File: src/rtl/gem_pkg.sv
package gem_pkg;

  typedef enum logic {
    GATE_IDLE = 1'b0,
    GATE_OPEN = 1'b1
  } gate_state_t;

  // Transition of the chosen polarity between two consecutive samples.
  function automatic logic edge_seen(input logic prev_lvl, input logic cur_lvl,
                                     input logic want_fall);
    if (want_fall) return prev_lvl & ~cur_lvl;
    else           return ~prev_lvl & cur_lvl;
  endfunction

endpackage

File: src/rtl/gem_edge_det.sv
module gem_edge_det (
  input  logic clk,
  input  logic rst_n,
  input  logic sig,
  input  logic fall,
  output logic hit
);
  import gem_pkg::*;

  logic prev_q;

  always_ff @(posedge clk) begin
    if (!rst_n) prev_q <= 1'b0;
    else        prev_q <= sig;
  end

  assign hit = edge_seen(prev_q, sig, fall);

endmodule

File: src/rtl/gem_gate_timer.sv
module gem_gate_timer #(
  parameter int GATE_CYCLES = 500_000_000
) (
  input  logic clk,
  input  logic rst_n,
  input  logic start,
  output logic gate_open,
  output logic open_evt,
  output logic close_evt
);
  import gem_pkg::*;

  localparam int TW = (GATE_CYCLES > 1) ? $clog2(GATE_CYCLES) : 1;
  localparam logic [TW-1:0] LAST = TW'(GATE_CYCLES - 1);

  gate_state_t state_q;
  logic [TW-1:0] tmr_q;

  assign gate_open = (state_q == GATE_OPEN);
  assign open_evt  = (state_q == GATE_IDLE) && start;
  assign close_evt = (state_q == GATE_OPEN) && (tmr_q == LAST);

  always_ff @(posedge clk) begin
    if (!rst_n) begin
      state_q <= GATE_IDLE;
      tmr_q   <= '0;
    end else begin
      unique case (state_q)
        GATE_IDLE: begin
          if (open_evt) begin
            state_q <= GATE_OPEN;
            tmr_q   <= '0;
          end
        end
        GATE_OPEN: begin
          if (close_evt) state_q <= GATE_IDLE;
          else           tmr_q   <= tmr_q + 1'b1;
        end
        default: state_q <= GATE_IDLE;
      endcase
    end
  end

endmodule

File: src/rtl/gem_tally.sv
module gem_tally #(
  parameter int CNT_W = 16
) (
  input  logic             clk,
  input  logic             rst_n,
  input  logic             clear,
  input  logic             inc,
  input  logic             close,
  output logic [CNT_W-1:0] run_cnt,
  output logic [CNT_W-1:0] result,
  output logic             done
);
  localparam logic [CNT_W-1:0] CNT_MAX = {CNT_W{1'b1}};

  function automatic logic [CNT_W-1:0] sat_inc(input logic [CNT_W-1:0] v);
    return (v == CNT_MAX) ? v : v + 1'b1;
  endfunction

  logic [CNT_W-1:0] next_cnt;
  assign next_cnt = inc ? sat_inc(run_cnt) : run_cnt;

  always_ff @(posedge clk) begin
    if (!rst_n) begin
      run_cnt <= '0;
      result  <= '0;
      done    <= 1'b0;
    end else begin
      done <= close;
      if (clear) run_cnt <= '0;
      else       run_cnt <= next_cnt;
      if (close) result <= next_cnt;
    end
  end

endmodule

File: src/rtl/gated_edge_meter.sv
module gated_edge_meter #(
  parameter int CNT_W       = 16,
  parameter int GATE_CYCLES = 500_000_000
) (
  input  logic             clk,
  input  logic             rst_n,
  input  logic             sig_in,
  input  logic             edge_fall,
  input  logic             start,
  output logic             gate_on,
  output logic [CNT_W-1:0] count_out,
  output logic             done
);

  // Named internal events, brought out for the checker.
  logic             gate_open;
  logic             open_evt;
  logic             close_evt;
  logic             edge_hit;
  logic             count_en;
  logic [CNT_W-1:0] run_cnt;

  gem_gate_timer #(.GATE_CYCLES(GATE_CYCLES)) u_timer (
    .clk       (clk),
    .rst_n     (rst_n),
    .start     (start),
    .gate_open (gate_open),
    .open_evt  (open_evt),
    .close_evt (close_evt)
  );

  gem_edge_det u_edge (
    .clk   (clk),
    .rst_n (rst_n),
    .sig   (sig_in),
    .fall  (edge_fall),
    .hit   (edge_hit)
  );

  assign count_en = edge_hit & gate_open;

  gem_tally #(.CNT_W(CNT_W)) u_tally (
    .clk     (clk),
    .rst_n   (rst_n),
    .clear   (open_evt),
    .inc     (count_en),
    .close   (close_evt),
    .run_cnt (run_cnt),
    .result  (count_out),
    .done    (done)
  );

  assign gate_on = gate_open;

endmodule

File: config.mk
export PLATFORM = sky130hd
export DESIGN_NAME = gated_edge_meter
export DESIGN_NICKNAME = d
export VERILOG_FILES = /design/src/rtl/gem_pkg.sv /design/src/rtl/gem_edge_det.sv /design/src/rtl/gem_gate_timer.sv /design/src/rtl/gem_tally.sv /design/src/rtl/gated_edge_meter.sv
export SDC_FILE = /design/constraint.sdc
export NUM_CORES = 1
export LEC_CHECK = 0
export BUFFER_PORTS_ARGS = -buffer_cell sky130_fd_sc_hd__buf_2
export CAP_MARGIN = 25
export CELL_PAD_IN_SITES_DETAIL_PLACEMENT = 1
export CELL_PAD_IN_SITES_GLOBAL_PLACEMENT = 2
export CORE_MARGIN = 2
export CORE_UTILIZATION = 35
export DETAILED_ROUTE_END_ITERATION = 16
export PLACE_DENSITY_LB_ADDON = 0.1
export SLEW_MARGIN = 20
export SYNTH_ARGS = -nofsm -noshare
export SYNTH_HDL_FRONTEND = slang
export SYNTH_SLANG_ARGS = --single-unit
File: constraint.sdc
create_clock -name clk -period 2.1 [get_ports clk]
set_input_delay 0.42 -clock clk [delete_from_list [all_inputs] [get_ports clk]]
set_output_delay 0.42 -clock clk [all_outputs]
set_load 0.01 [all_outputs]
==> impl_results.rst, run 1 <==
.. list-table::
   :header-rows: 1

   * - Metric
     - Value
   * - Cell Chain, Critical Path
     - or4_4 > nor4_4 > and4_1 > buf_12 > nor4_1 > o21a_1
   * - Sequential power share
     - 46.1%
   * - Via count of the first global-routing pass
     - 2,857
   * - Static leakage
     - 1.350 nW
   * - Core ar.
     - 8551 um^2
   * - Nature of the critical path endpoint
     - flop
   * - GRT Util Overall
     - 19.17%
   * - Mapped Cells
     - 349
   * - Relative contribution of the clock network to total power
     - 50.9%
   * - Switching share of power
     - 23.02%
   * - Net switching power
     - 0.6111 mW
   * - Top fanout value on the critical path
     - 26
   * - Pre-Repair DR Iteration Count
     - 4
   * - Die area
     - 9449 um^2
   * - Crit. path cell count
     - 6
   * - Count of max-cap constraint violations
     - 0
   * - Critical path destination
     - u_timer.tmr_q[5]
   * - Number of hold buffers added after cts
     - 0
   * - Unique masters post-synth
     - 54
   * - Number of antenna violations at the first check in global routing
     - 0
   * - X dimension of the die
     - 97.21 um
   * - Chip Height
     - 97.21 um
   * - Fraction of synthesized cell area taken by the top area cell type
     - 42.14%
   * - Sequential element share of the synthesized area
     - 42.14%
   * - Cell taking the most area after synthesis
     - dfxtp_1
   * - Number of fillers in the final layout
     - 1,012
   * - Gate family responsible for the most delay along the worst path
     - simple AND/OR/NAND/NOR gates
   * - Count of placed standard cells in the final layout, fillers left out
     - 503
   * - Tightest Pin Transition
     - 0.8737 ns
   * - Via count
     - 2,764
   * - Total nets after synthesis
     - 356
   * - Via-per-instance ratio
     - 5.495
   * - Relative contribution of combinational cells to total power
     - 3.0%
   * - Worst Path Buf+Inv
     - 1
   * - Starting utilization of the core area
     - 35.56%
   * - Avg Inst Size Synth
     - 8.712 um^2
   * - Result of the run
     - completed
   * - Most frequent cells in the layout
     - dfxtp_1 (63), nor2_1 (40), nand2_1 (27), buf_4 (24), buf_2 (22)
   * - Count of final max-slew check failures
     - 0
   * - Placed wire-length estimate after detailed placement
     - 6234 um
   * - Count of input and output buffers
     - 22
   * - Clock Skew
     - 0.01076 ns
   * - Startpoint types
     - flop
   * - Post-route cell area
     - 3645 um^2
   * - Post-Route WL
     - 8586 um
   * - Maximum vdd ir drop
     - 0.0002589 V
   * - Remaining routing DRC violations
     - 0
   * - Endpoint of the worst register-to-register path
     - u_timer.tmr_q[5]
   * - Worst r2r src
     - u_timer.tmr_q[25]
   * - Min-delay worst type
     - in -> reg
   * - Shortest period the worst path allows
     - 1.998 ns
   * - CTS Root Buffer Type
     - clkbuf_8
   * - DRT iter0 DRCs
     - 56
   * - Routed length per placed instance
     - 17.07 um
   * - Total setup violations reported at the end of the flow
     - 0
   * - Share of cells above drive strength 1
     - 19.49%
   * - Achievable clock frequency
     - 500.4 MHz
   * - H-tree level count
     - 3
   * - Routability-driven placement congestion ratio
     - 0.7999
   * - Clock slew seen by the registers of the worst setup and hold paths
     - 0.08 ns
   * - Max-Slew Margin vs Limit
     - 41.54%
   * - Cell at the slowest stage of the critical path
     - or4_4
   * - Post-layout nets
     - 397
   * - Cell Rows
     - 34
   * - Placed standard-cell area
     - 3386 um^2
   * - Start point of the critical path
     - u_timer.tmr_q[25]
   * - Number of warnings reported in the yosys synthesis log
     - 0
   * - Final Hold Violating Endpoints
     - 0
   * - Primary flip-flop cell chosen by synthesis mapping
     - dfxtp_1
   * - Post-layout util
     - 42.63%
   * - Register-to-register setup slack
     - 0.10 ns
   * - Post-synthesis async set-or-reset flop share
     - 0%
   * - CTS tree
     - done
   * - Largest net degree at the start of global routing
     - 27
   * - Antenna violation net count after detailed routing
     - 0
   * - Data required, critical path
     - 2.35 ns
   * - Most common cell after layout, fill and taps aside
     - dfxtp_1
   * - Netlist area before placement
     - 3040 um^2
   * - ANT cells
     - 0
   * - Kind of critical path
     - reg -> reg
   * - CP arrival
     - 2.25 ns
   * - Wire length of the first global-routing pass
     - 14,460 um
   * - Count of boundary I/O pins
     - 23
   * - Portion of the clock cycle consumed by the worst path in the final layout
     - 95.17%
   * - Post-Route Setup TNS
     - 0 ns
   * - Largest cells by area after synthesis
     - dfxtp_1 (42%), nor2_1 (4.9%), nand4_1 (3.9%)
   * - Clock sinks
     - 64
   * - RSZ-0062 raised after global routing
     - yes
   * - Bufs on Longest Clock Path
     - 2
   * - FF+latch count, synth
     - 64
   * - CTS buffer count
     - 9
   * - Internal Power
     - 2.043 mW
   * - Max stage delay on crit path
     - 0.54 ns
   * - Clock insertion delay at the later pin of the skew report
     - 0.35 ns
   * - Power per unit of standard cell area
     - 728.3 nW/um^2
   * - Number of cells on the worst reg-to-reg path
     - 6
   * - Gr ovfl total
     - 0
   * - Number of instances in the placed design
     - 487
   * - Number of enable-type register cells in the synthesized netlist
     - 0
   * - Pwr Total
     - 2.654 mW
   * - Area added between synthesis and finish
     - 19.88%
==> flip-flops by register name, summed over array words and instances (netlist names) <==
register,count
u_edge.prev_q,1
u_tally.done,1
u_tally.result,16
u_tally.run_cnt,16
u_timer.gate_open,1
u_timer.tmr_q,29
==> cells by family after synthesis <==
group,count (synthesis),synth area share (%)
compound gates,63,13.17
xor+xnor,24,6.914
fa+ha+maj,2,0.8229
buf+inv,22,4.033
flops,64,42.14
mux,4,1.358
simple gates,170,31.56
==> through the flow <==
step | worst slack [ns] | hold slack, ns
CTS | 0.08853 | 0.2766
global route | -0.04091 | 0.2911
finish | 0.1015 | 0.2993
global placement | 0.01848 | 0.4519
floorplan | 0.2339 | 0.4605
detailed placement | -0.02338 | 0.4678
==> repair_timing <==
item	in CTS	in global routing
setup buffers	0	0
gates resized for setup	1	2
endpoints found under the setup margin	8	8
pin swaps	0	1
==> final cells by class <==
| cell class | count | area (um^2) | share of cell area, % |
|---|---|---|---|
| Clock buffer | 9 | 123.9 | 3.399 |
| Timing Repair Buffer | 47 | 310.3 | 8.514 |
| Sequential cell | 64 | 1282 | 35.19 |
| Multi-Input combinational cell | 263 | 1649 | 45.25 |
| Inverter | 5 | 18.77 | 0.5149 |
| Clock inverter | 7 | 125.1 | 3.433 |
| Tap cell | 108 | 135.1 | 3.708 |
==> worst min path at each step <==
stage                            start                 end  slack [ns]  cells past startpoint
floorplan             u_timer.tmr_q[6]    u_timer.tmr_q[6]        0.46                      2
global route                    sig_in       u_edge.prev_q        0.29                      2
detailed placement  u_tally.result[14]  u_tally.result[14]        0.47                      2
global placement    u_tally.result[14]  u_tally.result[14]        0.45                      2
finish                          sig_in       u_edge.prev_q        0.30                      2
CTS                             sig_in       u_edge.prev_q        0.28                      2
==> Yosys cell counts (3+ instances only) <==
cell / instances
dfxtp_1: 64
nor2_1: 40
nand2_1: 27
a21oi_1: 21
nand4_1: 19
nand3_1: 17
and3_1: 13
o21ai_0: 13
xor2_1: 13
xnor2_1: 11
clkbuf_1: 9
or4_1: 9
and2_1: 7
o31ai_1: 7
nor3_1: 6
nor4_1: 6
inv_1: 5
nor4b_1: 4
a31oi_1: 3
buf_2: 3
mux2i_1: 3
o22ai_1: 3
==> worst register-to-register path, cell delays in order, from the launching register on <==
cell and delay (ns):
dfxtp_2 0.35, or4_4 0.54, nor4_4 0.26, and4_1 0.28
buf_12 0.19, nor4_1 0.08, o21a_1 0.20
==> power groups by stage <==
stage	registers, mW	logic [mW]	clock network, mW
CTS	1.22	0.0806	1.40
global route	1.23	0.0895	1.44
global placement	1.25	0.0795	0
detailed placement	1.25	0.0803	0
floorplan	1.25	0.0497	0
finish	1.22	0.0801	1.35
==> layer usage <==
metal	routed length (um)	part of all wire (%)	global-route usage, %	vias up
li1	-	-	-	1361
met1	3918	46	23.34	1358
met2	4271	50	33.44	33
met3	256	3.0	4.101	12
met4	140	1.6	6.609	0
met5	0	0	0	-
No activity file was read; power rests on OpenSTA's default activity.
==> run 2: changes to the inputs <==
- ABC_AREA: unset -> 1
- BUFFER_PORTS_ARGS: -buffer_cell sky130_fd_sc_hd__buf_2 -> -buffer_cell sky130_fd_sc_hd__clkbuf_2
- CORE_UTILIZATION: 35 -> 33
==> run 2 against run 1 <==
Against the previous run:
- sequential cell count unchanged
- die area increased by 31%
- core utilization decreased by 3.7 points
- non-clock buffer count decreased by 10
- global-route usage increased by 1.3 points
- final area increased by 21%
- synthesized area increased by 25%
- sequential power about the same
- first-iteration DRC count increased by 130%
==> impl_results.rst, run 2 <==
.. list-table::
   :header-rows: 1

   * - Metric
     - Value
   * - Result of the run
     - completed
   * - Chip Height
     - 111.3 um
   * - Core ar.
     - 11,320 um^2
   * - Clock insertion delay at the later pin of the skew report
     - 0.35 ns
   * - Count of max-cap constraint violations
     - 0
   * - Via-per-instance ratio
     - 4.979
   * - Share of cells above drive strength 1
     - 14.76%
   * - Min-delay worst type
     - in -> reg
   * - Primary flip-flop cell chosen by synthesis mapping
     - dfxtp_1
   * - Post-layout nets
     - 639
   * - ANT cells
     - 0
   * - Die area
     - 12,400 um^2
   * - Power per unit of standard cell area
     - 655.2 nW/um^2
   * - CTS tree
     - done
   * - Largest cells by area after synthesis
     - dfxtp_1 (34%), nand2_1 (17%), nor2_1 (11%)
   * - Achievable clock frequency
     - 512.8 MHz
   * - Post-placement setup slack
     - 0.1747 ns
   * - Maximum vdd ir drop
     - 0.0004490 V
   * - Count of final max-slew check failures
     - 0
   * - Starting utilization of the core area
     - 33.59%
   * - Adder-cell share of the synthesized area
     - 0.6581%
   * - XOR/XNOR share of the synthesized area
     - 1.843%
   * - Count of boundary I/O pins
     - 23
   * - Total setup violations reported at the end of the flow
     - 0
   * - Routed length per placed instance
     - 15.25 um
   * - Largest family of logic cells by synthesized area
     - simple AND/OR/NAND/NOR gates
   * - Kind of critical path
     - reg -> reg
   * - Most frequent cells in the layout
     - nand2_1 (171), nor2_1 (113), dfxtp_1 (64), nand3_1 (60), inv_1 (58)
   * - Cell Rows
     - 39
   * - Number of cells on the worst reg-to-reg path
     - 7
   * - Flip-flop count of the largest register after layout
     - 29
   * - Final Hold Violating Endpoints
     - 0
   * - Top fanout value on the critical path
     - 7
   * - FF+latch count, synth
     - 64
   * - Nature of the critical path endpoint
     - flop
   * - Post-synthesis async set-or-reset flop share
     - 0%
   * - Static leakage
     - 1.661 nW
   * - Register-to-register setup slack
     - 0.15 ns
   * - Routability-driven placement congestion ratio
     - 0.8249
   * - RSZ-0062 raised after global routing
     - yes
   * - Mapped Cells
     - 600
   * - Largest registers in the final layout
     - u_timer.tmr_q: 29 flops, u_tally.result: 16 flops, u_tally.run_cnt: 16 flops
   * - Data required, critical path
     - 2.33 ns
   * - Netlist area before placement
     - 3802 um^2
   * - Via count of the first global-routing pass
     - 4,073
   * - Commonest cells post-synth
     - nand2_1 (171), nor2_1 (113), dfxtp_1 (64), nand3_1 (60), inv_1 (58)
   * - Clock Skew
     - 0.003026 ns
   * - Avg Inst Size Synth
     - 6.337 um^2
   * - Clock slew seen by the registers of the worst setup and hold paths
     - 0.06 ns
   * - Antenna violation net count after detailed routing
     - 0
   * - Via count
     - 3,884
   * - Placed wire-length estimate after detailed placement
     - 8974 um
   * - Compound-cell area share of the yosys netlist
     - 10.76%
   * - Simple-gate portion of the synthesized area
     - 44.03%
   * - H-tree level count
     - 3
   * - DRT iter0 DRCs
     - 131
   * - Post-Route WL
     - 11,890 um
   * - CP arrival
     - 2.18 ns
   * - Fraction of synthesized area in multiplexers
     - 0%
   * - Final worst slack
     - 0.1501 ns
   * - Portion of the clock cycle consumed by the worst path in the final layout
     - 92.85%
   * - Pre-Repair DR Iteration Count
     - 4
   * - Worst r2r src
     - u_tally.run_cnt[0]
   * - Clock sinks
     - 64
   * - Post-layout util
     - 38.94%
   * - Startpoint types
     - flop
   * - Largest net degree at the start of global routing
     - 34
   * - Sequential element share of the synthesized area
     - 33.70%
   * - Max-Slew Margin vs Limit
     - 66.47%
   * - Shortest period the worst path allows
     - 1.950 ns
   * - Largest register by flop count
     - u_timer.tmr_q
   * - CTS Root Buffer Type
     - clkbuf_16
   * - Total nets after synthesis
     - 607
   * - Remaining routing DRC violations
     - 0
   * - Bufs on Longest Clock Path
     - 2
   * - Gr ovfl total
     - 0
   * - Area added between synthesis and finish
     - 15.93%
   * - CTS buffer count
     - 9
   * - Number of setup buffers added after CTS
     - 0
   * - X dimension of the die
     - 111.3 um
   * - Number of antenna violations at the first check in global routing
     - 0
   * - Cell taking the most area after synthesis
     - dfxtp_1
   * - Start point of the critical path
     - u_tally.run_cnt[0]
   * - Most used standard cell by instance count after synthesis
     - nand2_1
   * - Unique masters post-synth
     - 34
   * - Wire length of the first global-routing pass
     - 20,190 um
   * - Critical path destination
     - u_tally.result[0]
   * - Fraction of synthesized cell area taken by the top area cell type
     - 33.70%
   * - Endpoint of the worst register-to-register path
     - u_tally.result[0]
   * - Most common cell after layout, fill and taps aside
     - nand2_1
   * - GRT Util Overall
     - 20.45%
   * - Number of enable-type register cells in the synthesized netlist
     - 0
   * - Tightest Pin Transition
     - 0.4991 ns
   * - Count of input and output buffers
     - 22
   * - Number of warnings reported in the yosys synthesis log
     - 0
run 2: metal layers:
metal / wire (um) / vias up / global-route usage, %
li1: - / 1980 / -
met1: 5080 / 1856 / 23.29
met2: 6316 / 32 / 38.25
met3: 308 / 16 / 3.919
met4: 186 / 0 / 6.749
met5: 0 / - / 0
run 2: how the worst min path moves through the flow:
stage | to | startpoint | depth (start not counted)
2_1_floorplan | u_timer.tmr_q[1] | u_timer.tmr_q[1] | 2
3_3_place_gp | u_timer.tmr_q[1] | u_timer.tmr_q[1] | 2
3_5_place_dp | u_timer.tmr_q[1] | u_timer.tmr_q[1] | 2
4_1_cts | u_edge.prev_q | sig_in | 3
5_1_grt | u_edge.prev_q | sig_in | 3
6_report | u_edge.prev_q | sig_in | 3
run 2: power by group:
part	switching (mW)	internal [mW]
clock	0.589	0.949
sequential	0.00669	1.22
combinational	0.0896	0.0329
run 2: timing repair:
item | 4_1_cts | 5_1_grt
hold buffers | 0 | 0
hold endpoints to repair | 0 | 0
endpoints found under the setup margin | 0 | 5
resized for setup | 0 | 0
run 2: layout make-up:
type / count / area, um^2
timing repair buffer: 37 / 235.2
tap: 143 / 178.9
clock inverter: 5 / 56.30
multi-input combinational: 459 / 2178
fill: 1487 / 6913
clock buffer: 11 / 242.7
inverter: 61 / 235.2
sequential: 64 / 1281
run 2: cells by family after synthesis:
kind of cell	Yosys count
compound gates	63
xor+xnor	8
fa+ha+maj	2
buf+inv	77
flops	64
simple gates	386
run 2: critical path: stages (launching register included):
cell and delay (ns):
dfxtp_1 0.37, ha_1 0.27, nand3_1 0.16, nor3_2 0.25
nand3_1 0.29, nand2_1 0.20, xor2_1 0.21, a21oi_1 0.09
run 2: through the flow:
stage                     TNS, ns  instances  total power [mW]  instance area (um^2)  hold WS (ns)
after global routing      -0.1828        780             2.996                  4408        0.2943
after global placement          0        764             1.378                  4109        0.4819
after floorplan                 0        600             1.333                  3802        0.4692
final                           0        780             2.888                  4408        0.2712
after detailed placement        0        764             1.381                  4109        0.5024
after CTS                       0        780             2.943                  4408        0.2640
==> run 3: changes to the inputs <==
- ABC_CLOCK_PERIOD_IN_PS: unset -> 2130
- CORE_UTILIZATION: 33 -> 35
- CTS_BUF_LIST: unset -> sky130_fd_sc_hd__clkbuf_2 sky130_fd_sc_hd__clkbuf_4 sky130_fd_sc_hd__clkbuf_8
- clock period: 2.1 -> 2.13 ns (I/O delays scaled with it)
==> run 3 against run 2 <==
Against the previous run:
- global-route usage up 2.0 points
- sequential cell count did not move
- die area down 5.5%
- cell count is 0.38% lower
- setup slack improved by 0.052 ns
- first-iteration DRC count fell by 19%
- register-to-register slack better by 0.05 ns
- critical path depth grew 2
- sequential power hardly changed
- clock power is 36% lower
- hold slack worse by 0.019 ns
- largest cell class unchanged
- highest routed layer unchanged
==> impl_results.rst, run 3 (synthesis gave the netlist of run 2 again) <==
.. list-table::
   :header-rows: 1

   * - Metric
     - Value
   * - CP arrival
     - 2.24 ns
   * - Tightest Pin Transition
     - 0.6077 ns
   * - Nature of the critical path endpoint
     - flop
   * - Min-delay worst type
     - in -> reg
   * - Number of hold buffers added after cts
     - 0
   * - End of the worst hold path
     - u_edge.prev_q
   * - Result of the run
     - completed
   * - Remaining routing DRC violations
     - 0
   * - Via count
     - 3,932
   * - Startpoint types
     - flop
   * - Shortest period the worst path allows
     - 1.928 ns
   * - Cell Rows
     - 38
   * - Routed length per placed instance
     - 15.34 um
   * - Area added between synthesis and finish
     - 12.83%
   * - Largest registers in the final layout
     - u_timer.tmr_q: 29 flops, u_tally.result: 16 flops, u_tally.run_cnt: 16 flops
   * - Register-to-register setup slack
     - 0.20 ns
   * - Clock insertion delay at the later pin of the skew report
     - 0.37 ns
   * - Most frequent cells in the layout
     - nand2_1 (171), nor2_1 (113), dfxtp_1 (64), inv_1 (58), nand3_1 (58)
   * - Most common cell after layout, fill and taps aside
     - nand2_1
   * - Flip-flop count of the largest register after layout
     - 29
   * - Count of final max-slew check failures
     - 0
   * - Chip Height
     - 108.2 um
   * - Post-Route WL
     - 11,920 um
   * - Top fanout value on the critical path
     - 6
   * - Maximum vdd ir drop
     - 0.0004216 V
   * - Achievable clock frequency
     - 518.8 MHz
   * - Static leakage
     - 1.620 nW
   * - Wire length of the first global-routing pass
     - 20,150 um
   * - Routability-driven placement congestion ratio
     - 0.8486
   * - Final Hold Violating Endpoints
     - 0
   * - Clock sinks
     - 64
   * - Number of antenna violations at the first check in global routing
     - 0
   * - Placed wire-length estimate after detailed placement
     - 9211 um
   * - Portion of the clock cycle consumed by the worst path in the final layout
     - 90.50%
   * - Placed standard-cell area
     - 4093 um^2
   * - GRT Util Overall
     - 22.44%
   * - Max-Slew Margin vs Limit
     - 59.17%
   * - Count of max-cap constraint violations
     - 0
   * - Count of boundary I/O pins
     - 23
   * - Total setup violations reported at the end of the flow
     - 0
   * - Post-layout nets
     - 639
   * - Largest net degree at the start of global routing
     - 29
   * - Number of fillers in the final layout
     - 1,448
   * - Worst r2r src
     - u_tally.run_cnt[0]
   * - Post-placement setup slack
     - 0.1728 ns
   * - Clock slew seen by the registers of the worst setup and hold paths
     - 0.08 ns
   * - CTS tree
     - done
   * - Largest register by flop count
     - u_timer.tmr_q
   * - DRT iter0 DRCs
     - 106
   * - Worst hold path stage count
     - 3
   * - Share of cells above drive strength 1
     - 15.23%
   * - RSZ-0062 raised after global routing
     - yes
   * - Launch instance of the worst min-delay path
     - sig_in
   * - Post-route cell area
     - 4290 um^2
   * - CTS Root Buffer Type
     - clkbuf_8
   * - Core ar.
     - 10,700 um^2
   * - H-tree level count
     - 3
   * - Data required, critical path
     - 2.44 ns
   * - ANT cells
     - 0
   * - Endpoint of the worst register-to-register path
     - u_tally.result[12]
   * - Count of input and output buffers
     - 22
   * - Via count of the first global-routing pass
     - 4,182
   * - X dimension of the die
     - 108.2 um
   * - Gr ovfl total
     - 0
   * - Via-per-instance ratio
     - 5.060
   * - Bufs on Longest Clock Path
     - 2
   * - Clock Skew
     - 0.009458 ns
   * - Antenna violation net count after detailed routing
     - 0
   * - Die area
     - 11,710 um^2
   * - Number of cells on the worst reg-to-reg path
     - 9
   * - CTS buffer count
     - 9
   * - Final worst slack
     - 0.2024 ns
   * - Starting utilization of the core area
     - 35.54%
   * - Pre-Repair DR Iteration Count
     - 4
   * - Kind of critical path
     - reg -> reg
   * - Power per unit of standard cell area
     - 541.0 nW/um^2
[run 3: metal layers]
metal  wire length (um)  vias to the layer above  global-route usage [%]
met5                  0                        -                       0
met4                258                        0                   7.143
met3                323                       19                   6.088
met2               6388                       42                   42.54
met1               4947                     1889                   23.94
li1                   -                     1982                       -
[run 3: worst max path at each step]
stage | slack [ns] | start | end
4_1_cts | 0.15 | u_tally.run_cnt[1] | u_tally.result[5]
2_1_floorplan | 0.39 | u_timer.tmr_q[0] | u_tally.result[5]
3_5_place_dp | 0.17 | u_tally.run_cnt[1] | u_tally.result[0]
5_1_grt | -0.007 | u_tally.run_cnt[0] | u_tally.result[3]
6_report | 0.20 | u_tally.run_cnt[0] | u_tally.result[12]
3_3_place_gp | 0.27 | sig_in | u_tally.result[1]
[run 3: timing repair]
action / in CTS / in global routing
setup endpoints to repair: 0 / 21
resized for setup: 0 / 3
buffers inserted: 0 / 0
[run 3: report_power, final]
group | leakage, nW | total (mW) | switching [mW] | internal, mW
registers | 0.516 | 1.21 | 0.00501 | 1.20
clock network | 0.0926 | 0.993 | 0.536 | 0.457
logic | 1.01 | 0.122 | 0.0906 | 0.0310
[run 3: cell type report]
type                    instances  area (um^2)  area share (%)
repair buffers                 37        222.7           5.191
inverters                      61        235.2           5.483
clock buffers                  10        137.6           3.208
clock inverters                 6        43.79           1.021
multi-input cells             459         2195           51.15
well taps                     140        175.2           4.083
flip-flops and latches         64         1281           29.86
[run 3: metrics by stage]
step / power (mW) / hold WS (ns) / setup TNS [ns] / util, % / std cells
floorplan: 1.314 / 0.4692 / 0 / - / 600
CTS: 2.373 / 0.2301 / 0 / 39.95 / 777
finish: 2.321 / 0.2522 / 0 / 40.11 / 777
global placement: 1.358 / 0.4813 / 0 / 38.26 / 761
detailed placement: 1.362 / 0.4998 / 0 / 38.26 / 761
global route: 2.441 / 0.2629 / -0.007076 / 40.11 / 777
[run 3: critical path: stages, from the launching register on]
cell and delay (ns):
dfxtp_1 0.38, ha_1 0.29, nand3_1 0.20, nor3_4 0.25, nand2_1 0.13, nor2_1 0.22
o21ai_0 0.13, nand2_1 0.10, inv_1 0.07, a21oi_2 0.10
